[config.mk]
export PLATFORM = sky130hd
export DESIGN_NAME = xrc_scan_seq
export DESIGN_NICKNAME = d
export VERILOG_FILES = /design/src/rtl/xrc_pkg.sv /design/src/rtl/xrc_scan_seq.sv
export SDC_FILE = /design/constraint.sdc
export NUM_CORES = 1
export LEC_CHECK = 0
export ABC_AREA = 1
export CAP_MARGIN = 10
export CORE_MARGIN = 2
export CORE_UTILIZATION = 30
export CTS_CLUSTER_DIAMETER = 30
export DETAILED_ROUTE_END_ITERATION = 12
export SYNTH_ARGS = -nofsm -noshare
export SYNTH_HDL_FRONTEND = slang
export SYNTH_SLANG_ARGS = --single-unit
[constraint.sdc]
create_clock -name clk -period 1.5 [get_ports clk]
set_clock_uncertainty 0.15 [all_clocks]
set_input_delay 0.3 -clock clk [delete_from_list [all_inputs] [get_ports clk]]
set_output_delay 0.3 -clock clk [all_outputs]
set_load 0.02 [all_outputs]
[src/rtl/xrc_pkg.sv]
package xrc_pkg;
  localparam int ADDR_W  = 9;
  localparam int DATA_W  = 8;
  localparam int STAT_W  = 16;
  localparam int N_REG   = 3;
  localparam int PIN_BIT = 15;
  localparam int POS_W   = 4;

  typedef logic [ADDR_W-1:0] addr_t;
  typedef logic [DATA_W-1:0] byte_t;

  typedef struct packed {
    logic  vld;
    addr_t addr;
  } tag_t;

  // window bounds, index 0 in the low slice; stored sum sits at hi+1
  localparam logic [N_REG-1:0][ADDR_W-1:0] REG_LO = {9'h0AE, 9'h07E, 9'h007};
  localparam logic [N_REG-1:0][ADDR_W-1:0] REG_HI = {9'h105, 9'h0AC, 9'h07C};
  // status bit for each window
  localparam logic [N_REG-1:0][POS_W-1:0]  FLAG_POS = {4'd3, 4'd2, 4'd0};

  localparam addr_t SCAN_FIRST = REG_LO[0];
  localparam addr_t SCAN_LAST  = addr_t'(REG_HI[N_REG-1] + 9'd1);
endpackage

[src/rtl/xrc_scan_seq.sv]
module xrc_scan_seq
  import xrc_pkg::*;
#(
  parameter addr_t FIRST = SCAN_FIRST,
  parameter addr_t LAST  = SCAN_LAST
) (
  input  logic  clk,
  input  logic  rst,
  input  logic  start_i,
  output logic  ren_o,
  output addr_t addr_o,
  output tag_t  tag_o
);
  logic  busy_q;
  addr_t addr_q;
  tag_t  tag_q;

  always_ff @(posedge clk) begin
    if (rst) begin
      busy_q <= 1'b0;
      addr_q <= FIRST;
      tag_q  <= '0;
    end else begin
      // tag follows the address by the memory latency
      tag_q.vld  <= busy_q;
      tag_q.addr <= addr_q;
      if (!busy_q) begin
        if (start_i) begin
          busy_q <= 1'b1;
          addr_q <= FIRST;
        end
      end else if (addr_q == LAST) begin
        busy_q <= 1'b0;
      end else begin
        addr_q <= addr_t'(addr_q + 1'b1);
      end
    end
  end

  assign ren_o  = busy_q;
  assign addr_o = addr_q;
  assign tag_o  = tag_q;

  assert_addr_step_R1: assert property (@(posedge clk) disable iff (rst)
    (busy_q && addr_q != LAST) |=> (busy_q && addr_q == addr_t'($past(addr_q) + 1'b1)));

  assert_launch_R1: assert property (@(posedge clk) disable iff (rst)
    (!busy_q && start_i) |=> (busy_q && addr_q == FIRST));

  assert_pass_ends_R10: assert property (@(posedge clk) disable iff (rst)
    (busy_q && addr_q == LAST) |=> !busy_q);
endmodule

### Word-level counts from Yosys, hierarchy flattened

Index checks and enable logic that the tools add are counted.

| storage, ports and cells | value |
|---|---|
| bits in registers | 20 |
| latch bits | 0 |
| RAM bits | 0 |
| ROM bits | 0 |
| input bits | 3 |
| output and inout port bits | 20 |
| logic and storage cells | 15 |
| memories | 0 |

| cells by class | value |
|---|---|
| add/subtract/negate cells | 1 |
| multiply operators | 0 |
| div/mod/pow operators | 0 |
| magnitude comparators | 0 |
| equality and inequality tests | 2 |
| shift operators | 0 |
| muxes and demuxes | 6 |
| bitwise logic cells | 0 |
| reductions and logical operators | 2 |

Operators with widths:

| cell | number |
|---|---|
| $mux 9 | 3 |
| $add 9x1->9 const B | 1 |
| $eq 9x9->1 const B | 1 |
| $mux 1 | 3 |
| $ne 2x2->1 const B | 1 |
| $reduce_and 2->1 | 1 |
| $reduce_bool 2->1 | 1 |

### Longest topological paths before layout

| logic depth | value |
|---|---|
| word-level depth | 3 |
| mapped depth | 10 |
| mapped depth without buffers | 10 |

### Least setup slack after synthesis

Ideal clock, no wire load.

| timing path | value |
|---|---|
| path kind | register to register |
| start | register addr_q[0], in the netlist addr_o[0] |
| end | register addr_q[2], in the netlist addr_o[2] |
| library setup time | 0.112 ns |
| arrival | 1.263 ns |
| data required time | 1.238 ns |
| setup slack | -0.026 ns |
| stages on the path, launching flop included | 11 |
| buffers on the path | 0 |
| period minus slack after synthesis | 1.526 ns |
| path through | dfxtp_1 -> inv_1 -> ha_1 -> nand2_2 -> nor2_4 -> nand2_4 -> nand2_8 -> nand2_4 -> nand2_1 -> nand2_1 -> nand2_1 |

| between the ends | value |
|---|---|
| longest elaborated chain between the ends | 3 |
| elaborated cells on any way between the ends | 6 |
| classes of those cells | 1 x add/sub; 2 x eq/ne; 2 x mux; 1 x reduce/logical |

RTL lines:

| what | RTL line | source |
|---|---|---|
| start, declared | xrc_scan_seq.sv:15 | `addr_t addr_q;` |
| start signal, assigned | xrc_scan_seq.sv:35 | `addr_q <= addr_t'(addr_q + 1'b1);` |
| $add 9x1->9 / $eq 9x9->1 (equally long branches) | xrc_scan_seq.sv:35, xrc_scan_seq.sv:32 |  |
| $mux 9 / $ne 2x2->1 (equally long branches) | -- |  |
| $mux 9 / $reduce_and 2->1 (equally long branches) | -- |  |

Parallel ways exist; a longest one is shown, timed or not. The select of a mux whose other input is x is not followed.
A chain may end at the register's enable or synchronous reset.

### Final worst setup path

| timing path | value |
|---|---|
| start | register addr_q[1], in the netlist addr_o[1] |
| end | output addr_o[1] |

RTL lines:

| what | RTL line | source |
|---|---|---|
| end, declared | xrc_scan_seq.sv:11 | `output addr_t addr_o,` |

No word-level cell between the ends.

==> summary.md <==
| Metric | Value |
|---|---|
| Status | `complete, but fails checks` |
| Violated checks | `design-rule violations` |
| PwrDens | `814 mW/mm²` |
| Number of global-route vias before repair | `729` |
| Post-synth EDFFs | `0` |
| Worst-Margin Slew | `213 ps` |
| P_leak | `0.650 nW` |
| Drt via density | `4.42` |
| Total gr overflow | `0` |
| Overall Power | `1.02 mW` |
| Worst-path clk slew | `100 ps` |
| Placer Congestion | `0.842` |
| Cts bufs inserted | `3` |
| Top delay family on crit path | `flip-flops` |
| Antenna viol nets, final | `0` |
| Starting Density | `32.2%` |
| DP Worst Slack | `20.4 ps` |
| Synth async-reset ratio | `0%` |
| Initial antenna violation count | `0` |
| Die area | `0.00347 mm²` |
| Post-route design area | `0.00125 mm²` |
| Achievable frequency | `691 MHz` |
| FF+latch count, synth | `20` |
| Rows | `19` |
| WP data arrival | `1000 ps` |
| Die Ht | `58.9 µm` |
| Synth top area cells | `dfxtp_1, nand2_1, nor2_1, inv_1, nand3_1` |
| Area Growth Syn to Fin | `38.5%` |
| CP Launch Type | `flip-flop` |
| Synth cell count leaders | `nand2_1, dfxtp_1, nor2_1, inv_1, nand3_1` |
| Port Buffers | `22` |
| Reg area | `405 µm²` |
| Syn Inst Count | `118` |
| Post-synth top area share | `44.3%` |
| Htree depth | `1` |
| Nets | `158` |
| Top_reg_cell synth | `dfxtp_1` |
| Bufs on Longest Clock Path | `2` |
| Top Ports | `23` |
| Clk pwr share | `24.5%` |
| Final WS setup | `53.0 ps` |
| Routed wire length | `1910 µm` |
| Gr usage total | `12.0%` |
| Multi-input gate area | `428 µm²` |
| DRT iter0 DRCs | `16` |
| Hold/Removal Path Class | `reg2reg` |
| Die Wd | `58.9 µm` |
| Global-route wire length before repair | `3060 µm` |
| Fin. max-slew vios | `0` |
| CTS tree | `yes` |
| Post-detail-place hpwl | `1440 µm` |
| RSZ-0062 raised after global routing | `true` |
| Seq pwr share | `55.5%` |
| Total of max-cap violations | `0` |
| Comb pwr share | `20.0%` |
| Total number of vias | `805` |
| NetSw | `0.294 mW` |
| VDD IR max | `265 µV` |
| Sequential area share after synthesis | `44.3%` |
| Switching Share | `28.9%` |
| Worst Path Max Fanout | `6` |
| Buffers and inverters on the worst path | `1` |
| Final Core Density | `44.6%` |
| Largest net degree at the start of global routing | `11` |
| # fillers | `297` |
| Final min period | `1450 ps` |
| DRC Markers | `2` |
| CTS sink cnt | `20` |
| Max incr delay on CP | `390 ps` |
| Post-synthesis cell area | `903 µm²` |
| Req. time, crit path | `1050 ps` |
| Drt pass-1 iters | `8` |
| Fin crit share | `96.5%` |
| Slew margin rel. | `85.9%` |
| Final setup vio count | `0` |
| CP cell instances | `clkdlybuf4s15_1` |
| Synth area leader | `dfxtp_1` |
| Most frequent cell after synthesis | `nand2_1` |
| CP max stage cell | `dfxtp_2` |
| Avg WL per Cell | `10.5 µm` |
| Share of post-route cells with drive strength above 1 | `24.5%` |
| Crit Path Class | `reg2out` |
| CP endpoint kind | `primary output` |
| CTS root buffer | `clkbuf_4` |
| Diode count | `0` |
| Post-synth net total | `123` |
| Later-pin clock latency in the skew report | `300 ps` |
| Synth cell types | `22` |
| Syn Area/Cell | `7.66 µm²` |
| Core box area | `0.00281 mm²` |
| Placed cell areas | `0.00121 mm²` |
| Final hold viol count | `0` |
| Syn. warnings | `0` |
| Pint | `0.725 mW` |
[path summary, 6_finish.rpt]
| check | depth (start not counted) | start | slack (ps) | endpoint |
|---|---|---|---|---|
| max reg2reg | 8 | addr_o[0]$_SDFFE_PP1P_ | 70 | addr_o[0]$_SDFFE_PP1P_ |
| min reg2reg | 2 | addr_o[1]$_SDFFE_PP1P_ | 320 | tag_o[1]$_SDFF_PP0_ |
| max | 1 | addr_o[1]$_SDFFE_PP1P_ | 50 | addr_o[1] |
| min | 2 | addr_o[1]$_SDFFE_PP1P_ | 320 | tag_o[1]$_SDFF_PP0_ |
[stage by stage]
stage          setup TNS [ps]  hold WS, ps  cells
6_report                    0          323    182
5_1_grt                 -72.5          368    182
4_1_cts                     0          325    180
3_5_place_dp                0          311    177
3_3_place_gp                0          306    177
2_1_floorplan               0          343    118
[layout by cell type, fill, tap and decap left out, types with 3 or more instances in the layout]
cell type,synthesis,routed
nand2_1,25,25
dfxtp_1,20,18
dlygate4sd2_1,0,17
nor2_1,16,15
inv_1,12,12
buf_4,0,11
nand3_1,8,7
inv_2,6,6
nand2_2,3,3
nand2_4,3,3
nand4_1,3,3
o21ai_1,3,3
clkbuf_4,0,3
clkdlybuf4s15_1,0,3
[logic make-up after synthesis]
| kind of cell | count (synthesis) | synth area share (%) |
|---|---|---|
| AND/OR/NAND/NOR | 64 | 37.1 |
| buffers and inverters | 23 | 10.4 |
| flip-flops | 20 | 44.3 |
| AO/OA/AOI/OAI | 8 | 4.43 |
| adder cells (fa/ha/maj) | 2 | 2.77 |
| XOR/XNOR | 1 | 0.970 |
[state kept, by name (all words and copies together) (netlist names)]
name and cells:
addr_o 9, ren_o 1, tag_o 10
[final cells by class]
| cell class | count | area share, % |
|---|---|---|
| inverter | 20 | 6.00 |
| timing repair buffer | 33 | 22.5 |
| sequential | 20 | 32.4 |
| clock buffer | 3 | 1.80 |
| tap | 31 | 3.10 |
| multi-input combinational | 75 | 34.2 |
[power by group through the flow]
stage          Clock [mW]  Sequential [mW]  Combinational (mW)
6_report            0.250            0.565               0.204
5_1_grt             0.279            0.568               0.225
4_1_cts             0.263            0.568               0.197
3_5_place_dp            0            0.581               0.212
3_3_place_gp            0            0.580               0.212
2_1_floorplan           0            0.613              0.0974
[layer usage]
metal  track usage (%)  wire, µm  vias up
met5                 0         0        -
met1              15.0       872      353
li1                  -         -      428
met3              1.98        79        5
met2              18.7       898       19
met4              8.77        57        0
[what timing repair did]
item | 4_1_cts | 5_1_grt
endpoints found under the hold margin | 0 | 0
resized for setup | 21 | 7
setup endpoints to repair | 20 | 10
hold buffers | 0 | 0
setup buffers | 0 | 2
pin swaps | 0 | 3
(Power assumes the default switching activity.)
